==> config.mk <==
export PLATFORM = sky130hd
export DESIGN_NAME = ctl_vote_decoder
export DESIGN_NICKNAME = d
export VERILOG_FILES = /design/src/rtl/ctl_vote_pkg.sv /design/src/rtl/ctl_vote_maj3.sv /design/src/rtl/ctl_vote_extract.sv /design/src/rtl/ctl_vote_decoder.sv
export SDC_FILE = /design/constraint.sdc
export NUM_CORES = 1
export LEC_CHECK = 0
export ABC_AREA = 1
export BUFFER_PORTS_ARGS = -buffer_cell sky130_fd_sc_hd__buf_4
export CORE_MARGIN = 3
export CORE_UTILIZATION = 25
export DETAILED_ROUTE_END_ITERATION = 10
export HOLD_SLACK_MARGIN = 0.1
export PLACE_DENSITY = 0.56
export SLEW_MARGIN = 25
export SYNTH_ARGS = -nofsm -noshare
export SYNTH_HDL_FRONTEND = slang
export SYNTH_SLANG_ARGS = --single-unit
==> constraint.sdc <==
create_clock -name clk_i -period 0.8 [get_ports clk_i]
set_clock_uncertainty 0.1 [all_clocks]
set_input_delay 0.08 -clock clk_i [delete_from_list [all_inputs] [get_ports clk_i]]
set_output_delay 0.08 -clock clk_i [all_outputs]
set_load 0.01 [all_outputs]
==> src/rtl/ctl_vote_pkg.sv <==
package ctl_vote_pkg;
  typedef enum logic [1:0] {
    PH_CTRL  = 2'd0,
    PH_VIDEO = 2'd1,
    PH_TRANS = 2'd2,
    PH_RSVD  = 2'd3
  } phase_e;
endpackage

==> src/rtl/ctl_vote_maj3.sv <==
module ctl_vote_maj3 (
  input  logic [2:0] copies_i,
  output logic       bit_o,
  output logic       split_o
);
  always_comb begin
    bit_o   = (copies_i[0] & copies_i[1]) | (copies_i[1] & copies_i[2]) |
              (copies_i[0] & copies_i[2]);
    split_o = ~((&copies_i) | ~(|copies_i));
  end


  always_comb begin
    if (copies_i[0] == copies_i[2]) maj_pair_chk: assert (bit_o == copies_i[0]);
  end
endmodule

==> src/rtl/ctl_vote_extract.sv <==
module ctl_vote_extract #(
  parameter int VOTED_N  = 5,
  parameter int DIRECT_N = 4,
  localparam int CTL_W   = VOTED_N + DIRECT_N,
  localparam int WORD_W  = 1 + 3 * VOTED_N + DIRECT_N
) (
  input  logic [WORD_W-1:0] word_i,
  output logic [CTL_W-1:0]  ctl_o,
  output logic              split_o
);
  logic [VOTED_N-1:0] split_v;

  for (genvar k = 0; k < VOTED_N; k++) begin : g_vote
    ctl_vote_maj3 u_maj (
      .copies_i (word_i[1 + 3 * k +: 3]),
      .bit_o    (ctl_o[k]),
      .split_o  (split_v[k])
    );
  end

  for (genvar j = 0; j < DIRECT_N; j++) begin : g_direct
    assign ctl_o[VOTED_N + j] = word_i[1 + 3 * VOTED_N + j];
  end

  assign split_o = |split_v;
endmodule

==> src/rtl/ctl_vote_decoder.sv <==
module ctl_vote_decoder
  import ctl_vote_pkg::*;
#(
  parameter int VOTED_N  = 5,
  parameter int DIRECT_N = 4,
  parameter int ENC_W    = 2,
  localparam int CTL_W   = VOTED_N + DIRECT_N,
  localparam int WORD_W  = 1 + 3 * VOTED_N + DIRECT_N,
  localparam int VID_W   = WORD_W - ENC_W
) (
  input  logic              clk_i,
  input  logic              rst_ni,
  input  logic              word_valid_i,
  input  logic [1:0]        phase_i,
  input  logic [WORD_W-1:0] word_i,
  output logic [CTL_W-1:0]  ctl_o,
  output logic [VID_W-1:0]  video_o,
  output logic              de_o,
  output logic              err_o
);
  logic [CTL_W-1:0] ctl_dec;
  logic             split_any;
  logic             take_ctl, take_vid;

  ctl_vote_extract #(.VOTED_N(VOTED_N), .DIRECT_N(DIRECT_N)) u_extract (
    .word_i  (word_i),
    .ctl_o   (ctl_dec),
    .split_o (split_any)
  );

  assign take_ctl = word_valid_i && (phase_e'(phase_i) == PH_CTRL);
  assign take_vid = word_valid_i && (phase_e'(phase_i) == PH_VIDEO);

  always_ff @(posedge clk_i or negedge rst_ni) begin
    if (!rst_ni) begin
      ctl_o   <= '0;
      video_o <= '0;
      de_o    <= 1'b0;
      err_o   <= 1'b0;
    end else begin
      err_o <= take_ctl && split_any;
      if (take_ctl) ctl_o <= ctl_dec;
      if (take_vid) video_o <= word_i[WORD_W-1:ENC_W];
      if (word_valid_i) de_o <= take_vid;
    end
  end


  ctl_hold_chk: assert property (@(posedge clk_i) disable iff (!rst_ni)
    (word_valid_i && phase_i != PH_CTRL) |=> $stable(ctl_o));


  video_hold_chk: assert property (@(posedge clk_i) disable iff (!rst_ni)
    !(word_valid_i && phase_i == PH_VIDEO) |=> $stable(video_o));


  de_track_chk: assert property (@(posedge clk_i) disable iff (!rst_ni)
    (word_valid_i && phase_i == PH_VIDEO) |=> de_o);


  err_src_chk: assert property (@(posedge clk_i) disable iff (!rst_ni)
    !(word_valid_i && phase_i == PH_CTRL) |=> !err_o);


  idle_hold_chk: assert property (@(posedge clk_i) disable iff (!rst_ni)
    !word_valid_i |=> ($stable(ctl_o) && $stable(de_o) && !err_o));
endmodule

* Yosys cells after proc, flatten, opt, wreduce, memory -nomap -nowiden
Index checks and enable logic that the tools add are counted.
** Operators by class
- Shift operators :: 0
- Equality and inequality tests :: 1
- Mux-type cells :: 0
- Order comparisons :: 0
- Reductions and logical operators :: 15
- $add $sub $neg :: 0
- Divide/modulo/power cells :: 0
- Multiply operators :: 0
- Bitwise logic cells :: 40
** Operator list (count)
- AND 1 bit :: 15
- bitwise OR 1 bit :: 15
- AND reduction 3 bit :: 5
- OR reduction 3 bit :: 5
- inverter 1 bit :: 10
- OR reduction 5 bit :: 1
- logical AND 1 bit :: 3
- == test 2 x 1 -> 1 bit (second input constant) :: 1
- logical NOT 2 bit :: 1
** Word-level totals
- Word-level logic and storage cells :: 60
- Memories :: 0
- Register bits after elaboration :: 29
- Output and inout bits :: 29
- ROM bits :: 0
- RAM bits :: 0
- Latch bits :: 0
- Input port bits :: 25

* Depth between registers and ports, before layout
Gate-level depths: netlist (run 1).
- Depth after elaboration :: 6
- Depth in mapped cells :: 7
- Gate-level depth less buffers :: 6

* Modules after synthesis
A second synthesis (run 1) with hierarchy kept.
** Second synthesis, totals
- Cells, all modules :: 168
- Area total of the unflattened synthesis :: 1393.8 um^2
** By module, submodules not included
- ctl_vote_decoder :: sequential area each 725.7 um^2, cells an instance 125, instances 1, area an instance 1203.7 um^2
- ctl_vote_maj3 :: sequential area each 0.0 um^2, cells an instance 7, instances 5, area an instance 28.8 um^2
- ctl_vote_extract :: sequential area each 0.0 um^2, cells an instance 8, instances 1, area an instance 46.3 um^2

* Worst setup path before layout (run 1)
Ideal clock, no wire load.
- Path kind :: input -> register
- Start :: in phase_i[1]
- End :: reg video_o[12]
- Slack :: -0.115 ns
- Buffers on the path :: 1
- Arrival time :: 0.690 ns
- Stages :: 4
- Path through :: inv_2 -> nand3_4 -> buf_6 -> mux2_4
** On the way
- Cells in the longest elaborated chain, start to end :: 2
** RTL lines
- from (decl) :: line ctl_vote_decoder.sv:14 : input logic [1:0] phase_i,
- == test 2 x 1 -> 1 bit :: line ctl_vote_decoder.sv:32 : assign take_vid = word_valid_i && (phase_e'(phase_i) == PH_VIDEO);
- logical AND 1 bit :: line ctl_vote_decoder.sv:32
- to (signal assigned) :: line ctl_vote_decoder.sv:43 : if (take_vid) video_o <= word_i[WORD_W-1:ENC_W];
- to (decl) :: line ctl_vote_decoder.sv:17 : output logic [VID_W-1:0] video_o,
Every way passes these cells.
A chain may end at the register's enable or synchronous reset.

* Final worst setup path (run 1)
- Start :: reg video_o[11]
- End :: out video_o[11]
No word-level cell between the ends.

==> impl_summary.log, run 1 <==
INFO  metric die_area = 5790 um^2
INFO  metric via_count = between 1000 and 1500
INFO  metric effective_utilization_at_floorplan = 0.271
INFO  metric syn_inst = 124
INFO  metric grt_max_degree = 30
INFO  metric die_x = 76.1 um
INFO  metric buf_inv_stages_crit_path = 2
INFO  metric rows = 24
INFO  metric timing.final.crit_period = ~1.1 ns
INFO  metric finalSetupViolations = a little over 50
INFO  metric clock-root-buffer = sky130_fd_sc_hd__clkbuf_8
INFO  metric dp_slack = -0.252 ns
INFO  metric drv.max_cap_violation_count = 0
INFO  metric power_density = 2050 nW/um^2
INFO  metric final_critical_path_share_of_the_clock_period = 1.36
INFO  metric cts-hold-fix-buffers = 2
INFO  metric drive_gt1_frac = 0.576
INFO  metric synth_largest_type_area_fraction = 0.591
INFO  metric wl_per_cell = between 10 and 15 um
INFO  metric dr.first_iter.drc_count = ~70
INFO  metric clock_tree_from_tritoncts = yes
INFO  metric crit_end_element = output pin
INFO  metric synth-main-ff-cell = sky130_fd_sc_hd__dfrtp_1
INFO  metric number_of_flops_mapped_to_enable_cells_by_yosys = 0
INFO  metric globalRoute.totalOverflow = 0
INFO  metric gp_routability_congestion = just under 0.8
INFO  metric worst_skew_pair.late_latency = ~0.27 ns
INFO  metric worst_hold_slack = -0.0564 ns
INFO  metric finish.net_count = approximately 250
INFO  metric cp.required = 0.62 ns
INFO  metric numClockSinks = 29
INFO  metric drcViolationCount = 0
INFO  metric holdCritPathClass = input pin to flop
INFO  metric cell_occurring_most_often_along_the_worst_timing_path = sky130_fd_sc_hd__buf_6
INFO  metric fmax = about 900 MHz
INFO  metric cts.reportedPaths.clkPinSlew = 0.06 ns
INFO  metric yosysMostFrequentCell = sky130_fd_sc_hd__nand2_1
INFO  metric timing.critical_path.slowest_cell_delay = roughly 0.4 ns
INFO  metric htreeDepth = 2
INFO  metric peak_vdd_ir = about 0.68 mV
INFO  metric wl = about 3500 um
INFO  metric port_buffers = between 50 and 60
INFO  metric final_count_of_pins_violating_max_slew = 0
INFO  metric worst_path_max_fanout = 2
INFO  metric grt_util_all_layers = 0.122
INFO  metric yosysWarningCount = 0
INFO  metric critical-path-slowest-cell = sky130_fd_sc_hd__dfrtp_1
INFO  metric drtAntennaViolNets = 0
INFO  metric leakagePower = about 1.2 nW
INFO  metric postSynthAreaPerCell = ~9.9 um^2
INFO  metric detail_routed_via_count_per_cell = 4.15
INFO  metric synth_common_cells = sky130_fd_sc_hd__nand2_1 (34), sky130_fd_sc_hd__dfrtp_1 (29), sky130_fd_sc_hd__o21ai_1 (13)
INFO  metric cp.arrival = about 0.91 ns
INFO  metric timing.critical_path.max_delay_family = flip-flops
INFO  metric grt_antenna_before_repair = 0
INFO  metric numCtsBuffers = 5
INFO  metric critPathKind = flop to output pin
INFO  metric die-height = around 76 um
INFO  metric grt_setup_unrepaired = yes
INFO  metric syn_nets = 149
INFO  metric run_status = finished with violations
INFO  metric grt_first_pass_wirelength = ~5700 um
INFO  metric synth_area_leader_cell = sky130_fd_sc_hd__dfrtp_1
INFO  metric vias_in_the_first_global_route = approximately 1200
INFO  metric postLayoutSetupSlackWorst = -0.285 ns
INFO  metric n_antenna_cell = 0
INFO  metric startpoint_type = flop
INFO  metric synth.ff_latch_count = 29
INFO  metric share_of_flip_flops_with_an_asynchronous_set_or_reset_after_synthesis = 1.00
INFO  metric pin_count = 54
INFO  metric synth.lib_cells_used.distinct = 16
INFO  metric yosys-top-cells-area = sky130_fd_sc_hd__dfrtp_1 (59%), sky130_fd_sc_hd__nand2_1 (10%), sky130_fd_sc_hd__mux2_2 (7.3%), sky130_fd_sc_hd__o21ai_1 (5.3%), sky130_fd_sc_hd__inv_1 (3.1%)
INFO  metric placeableCoreArea = approximately 4500 um^2
INFO  metric final-hold-violation-count = 12
INFO  metric worst-slew-pin-transition = between 0.3 and 0.4 ns
INFO  metric area_growth = 92.8%
INFO  metric timing.slew.headroom = 0.748
INFO  metric hpwlAfterDp = around 2300 um
INFO  metric synth_area = about 1200 um^2
INFO  metric violations = negative hold slack, negative setup slack
INFO  metric ctsLongestPathBuffers = 2
INFO  metric chain_of_cells_forming_the_critical_path = buf_6 > buf_6
INFO  metric drt_pass1_iterations = 4
INFO  metric yosysSeqAreaShare = 0.591
## worst register-to-register path, cell delays in order, from the launching register on
cell,delay (ns)
sky130_fd_sc_hd__dfrtp_1,0.39
sky130_fd_sc_hd__buf_4,0.14
sky130_fd_sc_hd__mux2_4,0.25
## where the power goes
part           total [mW]  leakage, nW  internal (mW)  switching [mW]
clock network        1.21       0.0443          0.681           0.526
registers            1.91        0.358           1.71           0.195
logic                1.74        0.813           1.15           0.588
## routing by layer
layer  GRT usage  wire length (um)
met5           0                 0
met4      0.0435                44
met3      0.0366               222
met2       0.200              1680
met1       0.152              1550
## layout by cell type (no fill, tap or decap)
master and n:
sky130_fd_sc_hd__clkbuf_1 1, sky130_fd_sc_hd__buf_4 45, sky130_fd_sc_hd__a21oi_1 3, sky130_fd_sc_hd__nand3_2 1, sky130_fd_sc_hd__dfrtp_1 29, sky130_fd_sc_hd__nand3_4 1, sky130_fd_sc_hd__nor2_4 1, sky130_fd_sc_hd__buf_6 49
sky130_fd_sc_hd__o21ai_2 3, sky130_fd_sc_hd__o31ai_2 1, sky130_fd_sc_hd__o31ai_1 2, sky130_fd_sc_hd__nand3_1 4, sky130_fd_sc_hd__nor2_1 7, sky130_fd_sc_hd__mux2_2 1, sky130_fd_sc_hd__inv_4 1, sky130_fd_sc_hd__inv_1 10
sky130_fd_sc_hd__clkbuf_8 6, sky130_fd_sc_hd__o21ai_1 12, sky130_fd_sc_hd__nand2_1 23, sky130_fd_sc_hd__o21ai_0 3, sky130_fd_sc_hd__inv_12 1, sky130_fd_sc_hd__dlygate4sd3_1 1, sky130_fd_sc_hd__mux2_4 8, sky130_fd_sc_hd__nand2_2 11
## area by class of cell
class                           instances  area, um^2
Inverter                               12        60.1
Fill cell                             437        2170
Multi-Input combinational cell         81         515
Timing Repair Buffer                   95         900
Tap cell                               65        81.3
Sequential cell                        29         726
Clock buffer                            7        86.3
## sequential cells by signal (all words and copies together) (netlist names)
| register | count |
|---|---|
| video_o | 18 |
| ctl_o | 9 |
| de_o | 1 |
| err_o | 1 |
## metrics by stage
step	std cells	instance area, um^2	TNS (ns)	power, mW	util
2_1_floorplan	124	1240	-0.715	2.26	-
3_3_place_gp	263	1870	-5.56	3.00	0.413
3_5_place_dp	263	1870	-5.78	3.03	0.413
4_1_cts	284	2230	-7.22	4.70	0.493
5_1_grt	289	2370	-8.85	5.13	0.522
6_report	289	2370	-7.33	4.85	0.522
## cells by family (layout without fill, tap and decap cells)
logic type | Yosys count | count (layout) | share of synthesized area
AND/OR/NAND/NOR | 47 | 48 | 0.161
multiplexers | 9 | 9 | 0.0855
buffers and inverters | 15 | 114 | 0.0591
AO/OA/AOI/OAI | 24 | 24 | 0.104
flip-flops | 29 | 29 | 0.591
## path summary, 6_finish.rpt
| kind | from | to | slack [ns] | depth (start not counted) |
|---|---|---|---|---|
| setup / recovery | video_o[11] | video_o[11] | -0.29 | 2 |
| hold / removal | word_valid_i | de_o | -0.06 | 2 |
| setup reg to reg | video_o[6] | video_o[6] | -0.19 | 2 |
| hold reg to reg | ctl_o[4] | ctl_o[4] | 0.42 | 2 |
| max in group asynchronous | rst_ni | video_o[3] | 0.15 | 2 |
| min in group asynchronous | rst_ni | ctl_o[4] | 0.17 | 2 |
## repair_timing
| action | in CTS | in global routing |
|---|---|---|
| gates cloned | 0 | 1 |
| setup endpoints to repair | 38 | 55 |
| resized for setup | 44 | 32 |
| endpoints found under the hold margin | 57 | 22 |
| buffers inserted | 12 | 5 |
| pin swaps | 4 | 2 |
(Power assumes the default switching activity.)
==> run 2, diff against run 1 <==
--- a/config.mk
+++ b/config.mk
@@ -10,9 +10,11 @@
 export CORE_MARGIN = 3
 export CORE_UTILIZATION = 25
 export DETAILED_ROUTE_END_ITERATION = 10
+export GPL_TIMING_DRIVEN = 0
 export HOLD_SLACK_MARGIN = 0.1
-export PLACE_DENSITY = 0.56
+export PLACE_DENSITY = 0.55
 export SLEW_MARGIN = 25
 export SYNTH_ARGS = -nofsm -noshare
 export SYNTH_HDL_FRONTEND = slang
+export SYNTH_HIERARCHICAL = 1
 export SYNTH_SLANG_ARGS = --single-unit
==> run 2 against run 1 <==
Against the previous run:
- the flow still finishes with violations (negative hold slack, negative setup slack)
- clock power grew 9.9%
- total power shrank 7.2%
- synthesized area grew 13%
- hold slack gained 0.029 ns
- count of clock-buffer cells in the layout is the same
- largest power group unchanged
- sequential share of layout area grew 1.9 points
- critical path type unchanged
- critical path depth shrank 1
- via count grew 12%
==> impl_summary.log, run 2 <==
INFO  metric run_status = finished with violations
INFO  metric violations = negative hold slack, negative setup slack
INFO  metric layout.cell_area.non_filler = ~2200 um^2
INFO  metric effective_utilization_at_floorplan = 0.266
INFO  metric finalNonFillerCells = between 300 and 400
INFO  metric largest_register_ffs = 18
INFO  metric vias_in_the_first_global_route = 1298
INFO  metric final_count_of_pins_violating_max_slew = 0
INFO  metric synth_largest_type_area_fraction = 0.521
INFO  metric grt_first_pass_wirelength = 6000 um
INFO  metric critPathKind = flop to output pin
INFO  metric number_of_cells_on_the_worst_reg_to_reg_path = 3
INFO  metric synth_area_leader_cell = sky130_fd_sc_hd__dfrtp_1
INFO  metric wl = approximately 3700 um
INFO  metric grt_max_degree = 30
INFO  metric largestRegisters = video_o: 18 flops, ctl_o: 9 flops
INFO  metric crit-reg2reg-capture = ctl_o[2]
INFO  metric yosysMostFrequentCell = sky130_fd_sc_hd__nand2_1
INFO  metric timing.setup.tns = -5.24 ns
INFO  metric worst-slew-pin-transition = about 0.43 ns
INFO  metric placeableCoreArea = about 5200 um^2
INFO  metric leakagePower = ~1.2 nW
INFO  metric synth_common_cells = sky130_fd_sc_hd__nand2_1 (69), sky130_fd_sc_hd__dfrtp_1 (29), sky130_fd_sc_hd__nand4_1 (18)
INFO  metric final_critical_path_share_of_the_clock_period = 1.24
INFO  metric synth.ff_latch_count = 29
INFO  metric chain_of_cells_forming_the_critical_path = buf_6
INFO  metric hpwlAfterDp = roughly 2700 um
INFO  metric layout_utilization = 0.425
INFO  metric drive_gt1_frac = 0.380
INFO  metric grt_util_all_layers = 0.123
INFO  metric port_buffers = 52
INFO  metric cts-hold-fix-buffers = 1
INFO  metric placedCellCount = between 200 and 300
INFO  metric syn_inst = ~170
INFO  metric grt_antenna_before_repair = 0
INFO  metric final-hold-violation-count = 18
INFO  metric timing.critical_path.slowest_cell_delay = between 0.4 and 0.5 ns
INFO  metric area_growth = 59.9%
INFO  metric rows = 26
INFO  metric mostFrequentLayoutCell = sky130_fd_sc_hd__nand2_1
INFO  metric yosys-top-cells-area = sky130_fd_sc_hd__dfrtp_1 (52%), sky130_fd_sc_hd__nand2_1 (19%), sky130_fd_sc_hd__nand4_1 (8.1%), sky130_fd_sc_hd__buf_4 (3.8%), sky130_fd_sc_hd__nand3_1 (3.6%)
INFO  metric path_depth = 1
INFO  metric die_area = 6510 um^2
INFO  metric regToRegStartpoint = ctl_o[2]
INFO  metric critical-path-slowest-cell = sky130_fd_sc_hd__dfrtp_1
INFO  metric worst_skew_pair.late_latency = approximately 0.27 ns
INFO  metric grt_setup_unrepaired = yes
INFO  metric via_count = 1348
INFO  metric yosysSeqAreaShare = 0.521
INFO  metric htreeDepth = 2
INFO  metric die-height = 80.7 um
INFO  metric yosysWarningCount = 6
INFO  metric dr.first_iter.drc_count = between 60 and 70
INFO  metric peak_vdd_ir = roughly 0.65 mV
INFO  metric drt_pass1_iterations = 4
INFO  metric startpoint_type = flop
INFO  metric timing.critical_path.to = ctl_o[2]
INFO  metric syn_nets = roughly 190
INFO  metric cp.required = 0.62 ns
INFO  metric ctsLongestPathBuffers = 2
INFO  metric synth-main-ff-cell = sky130_fd_sc_hd__dfrtp_1
INFO  metric commonest_cells_after_routing_fill_and_taps_aside = sky130_fd_sc_hd__nand2_1 (65), sky130_fd_sc_hd__buf_4 (39), sky130_fd_sc_hd__buf_6 (32), sky130_fd_sc_hd__dfrtp_1 (29), sky130_fd_sc_hd__nand4_1 (18)
INFO  metric wl_per_cell = ~12 um
INFO  metric number_of_flops_mapped_to_enable_cells_by_yosys = 0
INFO  metric postLayoutSetupSlackWorst = -0.195 ns
INFO  metric drcViolationCount = 0
INFO  metric finalSetupViolations = 36
INFO  metric worst_path_max_fanout = 2
INFO  metric numCtsBuffers = 5
INFO  metric synth.lib_cells_used.distinct = 16
INFO  metric largest-register = video_o
INFO  metric cts.reportedPaths.clkPinSlew = roughly 0.060 ns
INFO  metric fmax = roughly 1000 MHz
INFO  metric drtAntennaViolNets = 0
INFO  metric die_x = roughly 81 um
INFO  metric rrSetupSlack = -0.05 ns
INFO  metric timing.slew.headroom = 0.714
INFO  metric power_density = just over 2000 nW/um^2
INFO  metric gp_routability_congestion = 0.706
INFO  metric timing.final.crit_period = between 0.9 and 1 ns
INFO  metric cp.arrival = roughly 0.82 ns
INFO  metric worstSetupStartpoint = ctl_o[2]
INFO  metric share_of_flip_flops_with_an_asynchronous_set_or_reset_after_synthesis = 1.00
INFO  metric crit_end_element = output pin
INFO  metric clock-root-buffer = sky130_fd_sc_hd__clkbuf_8
INFO  metric timing.critical_path.max_delay_family = flip-flops
INFO  metric buf_inv_stages_crit_path = 1
INFO  metric worst_hold_slack = -0.0277 ns
INFO  metric drv.max_cap_violation_count = 0
INFO  metric globalRoute.totalOverflow = 0
INFO  metric n_antenna_cell = 0
INFO  metric numClockSinks = 29
INFO  metric detail_routed_via_count_per_cell = 4.32
INFO  metric clock_tree_from_tritoncts = yes
INFO  metric placed_cell_area = about 1900 um^2
INFO  metric postSynthAreaPerCell = about 8.3 um^2
INFO  metric finalPower = around 4.5 mW
INFO  metric holdCritPathClass = input pin to flop
INFO  metric pin_count = 54
INFO  metric synth_area = roughly 1400 um^2
INFO  metric finish.net_count = around 270
[run 2: changes by cell type after synthesis, sizes merged, moves of 3 or more]
cell / previous run / this run
nand2: 34 / 70
nand4: 0 / 18
o21ai: 18 / 6
buf: 2 / 11
mux2: 9 / 0
nand3: 5 / 11
inv: 12 / 9
o31ai: 3 / 0
[run 2: layout make-up]
type | instances | area (um^2)
flip-flops and latches | 29 | 726
fillers | 548 | 3010
plain buffers | 11 | 81.3
well taps | 70 | 87.6
clock buffers | 7 | 96.3
clock inverters | 1 | 5.00
inverters | 9 | 36.3
multi-input cells | 119 | 566
repair buffers | 66 | 631
[run 2: kinds of logic (layout without fill, tap and decap cells)]
| family | after synthesis | count (layout) | share of synthesized area |
|---|---|---|---|
| flip-flops | 29 | 29 | 0.521 |
| buffers and inverters | 20 | 94 | 0.0844 |
| AND/OR/NAND/NOR | 108 | 108 | 0.355 |
| AO/OA/AOI/OAI | 11 | 11 | 0.0395 |
[run 2: how the worst min path moves through the flow]
stage,startpoint,end,slack (ns),cells past startpoint
after CTS,word_i[19],video_o[17],-0.04,3
after detailed placement,rst_ni,video_o[9],-0.06,1
final,word_i[3],video_o[1],-0.03,3
after global routing,word_i[19],video_o[17],-0.03,3
after global placement,rst_ni,video_o[6],-0.06,1
after floorplan,rst_ni,ctl_o[0],-0.32,0
[run 2: power by group]
group / switching (mW) / internal [mW]
Clock: 0.552 / 0.776
Sequential: 0.175 / 1.70
Combinational: 0.541 / 0.762
[run 2: worst register-to-register path: stages, from the launching register on]
cell,delay [ns]
sky130_fd_sc_hd__dfrtp_1,0.41
sky130_fd_sc_hd__buf_4,0.14
sky130_fd_sc_hd__nand2_1,0.05
sky130_fd_sc_hd__nand2_1,0.05
[run 2: metal layers]
metal / global-route usage / part of all wire / vias to the layer above
met2: 0.195 / 0.47 / 40
met5: 0 / 0 / -
li1: - / - / 693
met4: 0.0507 / 0.014 / 0
met1: 0.156 / 0.45 / 608
met3: 0.0348 / 0.066 / 7
[run 2: what timing repair did]
item / CTS / global route
resized for setup: 31 / 7
pin swaps: 0 / 4
hold endpoints to repair: 56 / 26
buffers inserted: 8 / 8
endpoints found under the setup margin: 29 / 42
[run 2: through the flow]
step                      worst slack [ns]  hold slack, ns
after floorplan                     0.0183          -0.316
after global placement              -0.243         -0.0617
after detailed placement            -0.249         -0.0638
after CTS                           -0.204         -0.0361
after global routing                -0.223         -0.0343
final                               -0.195         -0.0277
==> run 3, diff against run 2 <==
--- a/config.mk
+++ b/config.mk
@@ -6,13 +6,14 @@
 export NUM_CORES = 1
 export LEC_CHECK = 0
 export ABC_AREA = 1
-export BUFFER_PORTS_ARGS = -buffer_cell sky130_fd_sc_hd__buf_4
 export CORE_MARGIN = 3
 export CORE_UTILIZATION = 25
 export DETAILED_ROUTE_END_ITERATION = 10
+export DONT_BUFFER_PORTS = 1
 export GPL_TIMING_DRIVEN = 0
 export HOLD_SLACK_MARGIN = 0.1
-export PLACE_DENSITY = 0.55
+export PLACE_DENSITY = 0.45
+export SKIP_LAST_GASP = 1
 export SLEW_MARGIN = 25
 export SYNTH_ARGS = -nofsm -noshare
 export SYNTH_HDL_FRONTEND = slang
==> constraint.sdc (replaced) <==
create_clock -name clk_i -period 1.2 [get_ports clk_i]
set_clock_uncertainty 0.1 [all_clocks]
set_input_delay 0.12 -clock clk_i [delete_from_list [all_inputs] [get_ports clk_i]]
set_output_delay 0.12 -clock clk_i [all_outputs]
set_load 0.01 [all_outputs]
==> run 3 against run 2 <==
Against the previous run:
- the flow now finishes without violations
- clock power decreased by 20%
- critical path depth is 4 higher
- worst setup slack better by 0.26 ns
- highest routed layer unchanged
==> impl_summary.log, run 3 (synthesis gave the netlist of run 2 again) <==
INFO  metric run_status = completed
INFO  metric hpwlAfterDp = 2650 um
INFO  metric dr.first_iter.drc_count = 39
INFO  metric die_x = ~81 um
INFO  metric final_count_of_pins_violating_max_slew = 0
INFO  metric holdCritPathClass = input pin to flop
INFO  metric die-height = roughly 81 um
INFO  metric largest-register = video_o
INFO  metric finalSetupViolations = 0
INFO  metric globalRoute.totalOverflow = 0
INFO  metric n_antenna_cell = 0
INFO  metric clock-root-buffer = sky130_fd_sc_hd__clkbuf_8
INFO  metric commonest_cells_after_routing_fill_and_taps_aside = sky130_fd_sc_hd__nand2_1 (69), sky130_fd_sc_hd__dfrtp_1 (29), sky130_fd_sc_hd__dlygate4sd3_1 (21), sky130_fd_sc_hd__nand4_1 (18), sky130_fd_sc_hd__nand3_1 (10)
INFO  metric clock_tree_from_tritoncts = yes
INFO  metric numClockSinks = 29
INFO  metric die_area = between 6000 and 7000 um^2
INFO  metric drcViolationCount = 0
INFO  metric cts-hold-fix-buffers = 28
INFO  metric wl_per_cell = 14.6 um
INFO  metric rows = 26
INFO  metric global_route.usage.met2 = 0.195
INFO  metric timing.final.crit_period = around 1.1 ns
INFO  metric drv.max_cap_violation_count = 0
INFO  metric crit_end_element = flop
INFO  metric finish.net_count = between 200 and 250
INFO  metric gp_routability_congestion = approximately 0.66
INFO  metric vias_in_the_first_global_route = 1284
INFO  metric fmax = approximately 880 MHz
INFO  metric worst_path_max_fanout = 10
INFO  metric startpoint_type = input pin
INFO  metric drive_gt1_frac = 0.117
INFO  metric drtAntennaViolNets = 0
INFO  metric worst_skew_pair.late_latency = roughly 0.28 ns
INFO  metric port_buffers = 0
INFO  metric largest_register_ffs = 18
INFO  metric grt.busiest_layer = met2
INFO  metric critPathKind = input pin to flop
INFO  metric area_growth = 38.7%
INFO  metric detail_routed_via_count_per_cell = roughly 4.6
INFO  metric peak_vdd_ir = 0.517 mV
INFO  metric cp.arrival = around 1.2 ns
INFO  metric drt_pass1_iterations = 4
INFO  metric via_count = 1255
INFO  metric power_density = ~1400 nW/um^2
INFO  metric placeableCoreArea = between 5000 and 6000 um^2
INFO  metric grt_antenna_before_repair = 0
INFO  metric timing.slew.headroom = 0.699
INFO  metric timing.setup.tns = 0 ns
INFO  metric leakagePower = approximately 1.0 nW
INFO  metric fillCellCount = between 500 and 600
INFO  metric grt.met1_usage = 0.158
INFO  metric grt_max_degree = 30
INFO  metric htreeDepth = 2
INFO  metric wl = about 4000 um
INFO  metric worst-slew-pin-transition = 0.452 ns
INFO  metric final-hold-violation-count = 0
INFO  metric worst_hold_slack = 0.0790 ns
INFO  metric ff_latch_area = 726 um^2
INFO  metric multiInputGateArea = roughly 560 um^2
INFO  metric mostFrequentLayoutCell = sky130_fd_sc_hd__nand2_1
INFO  metric globalRouteMet3Util = 0.0583
INFO  metric grt_util_all_layers = 0.127
INFO  metric numCtsBuffers = 5
INFO  metric ctsLongestPathBuffers = 2
INFO  metric cts.reportedPaths.clkPinSlew = 0.06 ns
INFO  metric effective_utilization_at_floorplan = 0.266
INFO  metric grt_first_pass_wirelength = 6180 um
INFO  metric cp.required = roughly 1.3 ns
INFO  metric final_critical_path_share_of_the_clock_period = 0.945
INFO  metric pin_count = between 50 and 60
INFO  metric largestRegisters = video_o: 18 flops, ctl_o: 9 flops
==> run 3: changes by cell type in the layout (fill, tap and decap cells not counted), sizes merged <==
cell	before	now
clkinv	1	0
buf	76	12
dlymetal6s4s	0	6
dlygate4sd3	1	21
bufinv	0	1
clkbuf	7	8
==> run 3: what timing repair did <==
action | in CTS | in global routing
endpoints found under the hold margin | 57 | 1
endpoints found under the setup margin | 0 | 10
setup buffers | 0 | 1
gates resized for setup | 0 | 9
==> run 3: stage by stage <==
| step | worst slack [ns] | cell area (um^2) | std cells | power [mW] | util |
|---|---|---|---|---|---|
| final | 0.0660 | 1930 | 275 | 2.76 | 0.369 |
| after global routing | -0.00364 | 1930 | 275 | 2.91 | 0.369 |
| after CTS | 0.00324 | 1890 | 274 | 2.80 | 0.360 |
| after detailed placement | 0.195 | 1480 | 238 | 1.60 | 0.283 |
| after global placement | 0.198 | 1480 | 238 | 1.60 | 0.283 |
| after floorplan | 0.349 | 1390 | 168 | 1.52 | - |
==> run 3: critical path: stages <==
cell                            delay, ns
sky130_fd_sc_hd__dlygate4sd3_1       0.54
sky130_fd_sc_hd__buf_4               0.18
sky130_fd_sc_hd__clkbuf_4            0.20
sky130_fd_sc_hd__nand3_1             0.10
sky130_fd_sc_hd__nand2_1             0.06
==> run 3: path summary, 6_finish.rpt <==
kind	from	to	slack (ns)	depth (start not counted)
worst max-delay path	word_valid_i	ctl_o[2]	0.07	5
worst min-delay path	phase_i[0]	ctl_o[1]	0.08	4
worst max register to register	ctl_o[3]	ctl_o[3]	0.42	2
worst min register to register	video_o[10]	video_o[10]	0.44	2
max in group asynchronous	rst_ni	video_o[9]	0.64	2
min in group asynchronous	rst_ni	video_o[17]	0.19	2
==> run 3: per-layer routing <==
metal  wire, um  part of all wire  up-vias
li1           -                 -      619
met2       1720              0.43       43
met4         54             0.013        0
met1       1850              0.46      587
met5          0                 0        -
met3        389             0.097        6
==> run 3: cell type report <==
class | count | share of cell area
plain buffers | 11 | 0.0434
multi-input cells | 119 | 0.289
flip-flops and latches | 29 | 0.375
well taps | 70 | 0.0453
clock buffers | 7 | 0.0447
inverters | 9 | 0.0188
repair buffers | 29 | 0.168
clock inverters | 1 | 0.0155
==> run 3: power breakdown <==
part	total [mW]	switching [mW]	internal (mW)
Combinational	0.394	0.211	0.183
Sequential	1.31	0.181	1.13
Clock	1.06	0.379	0.676
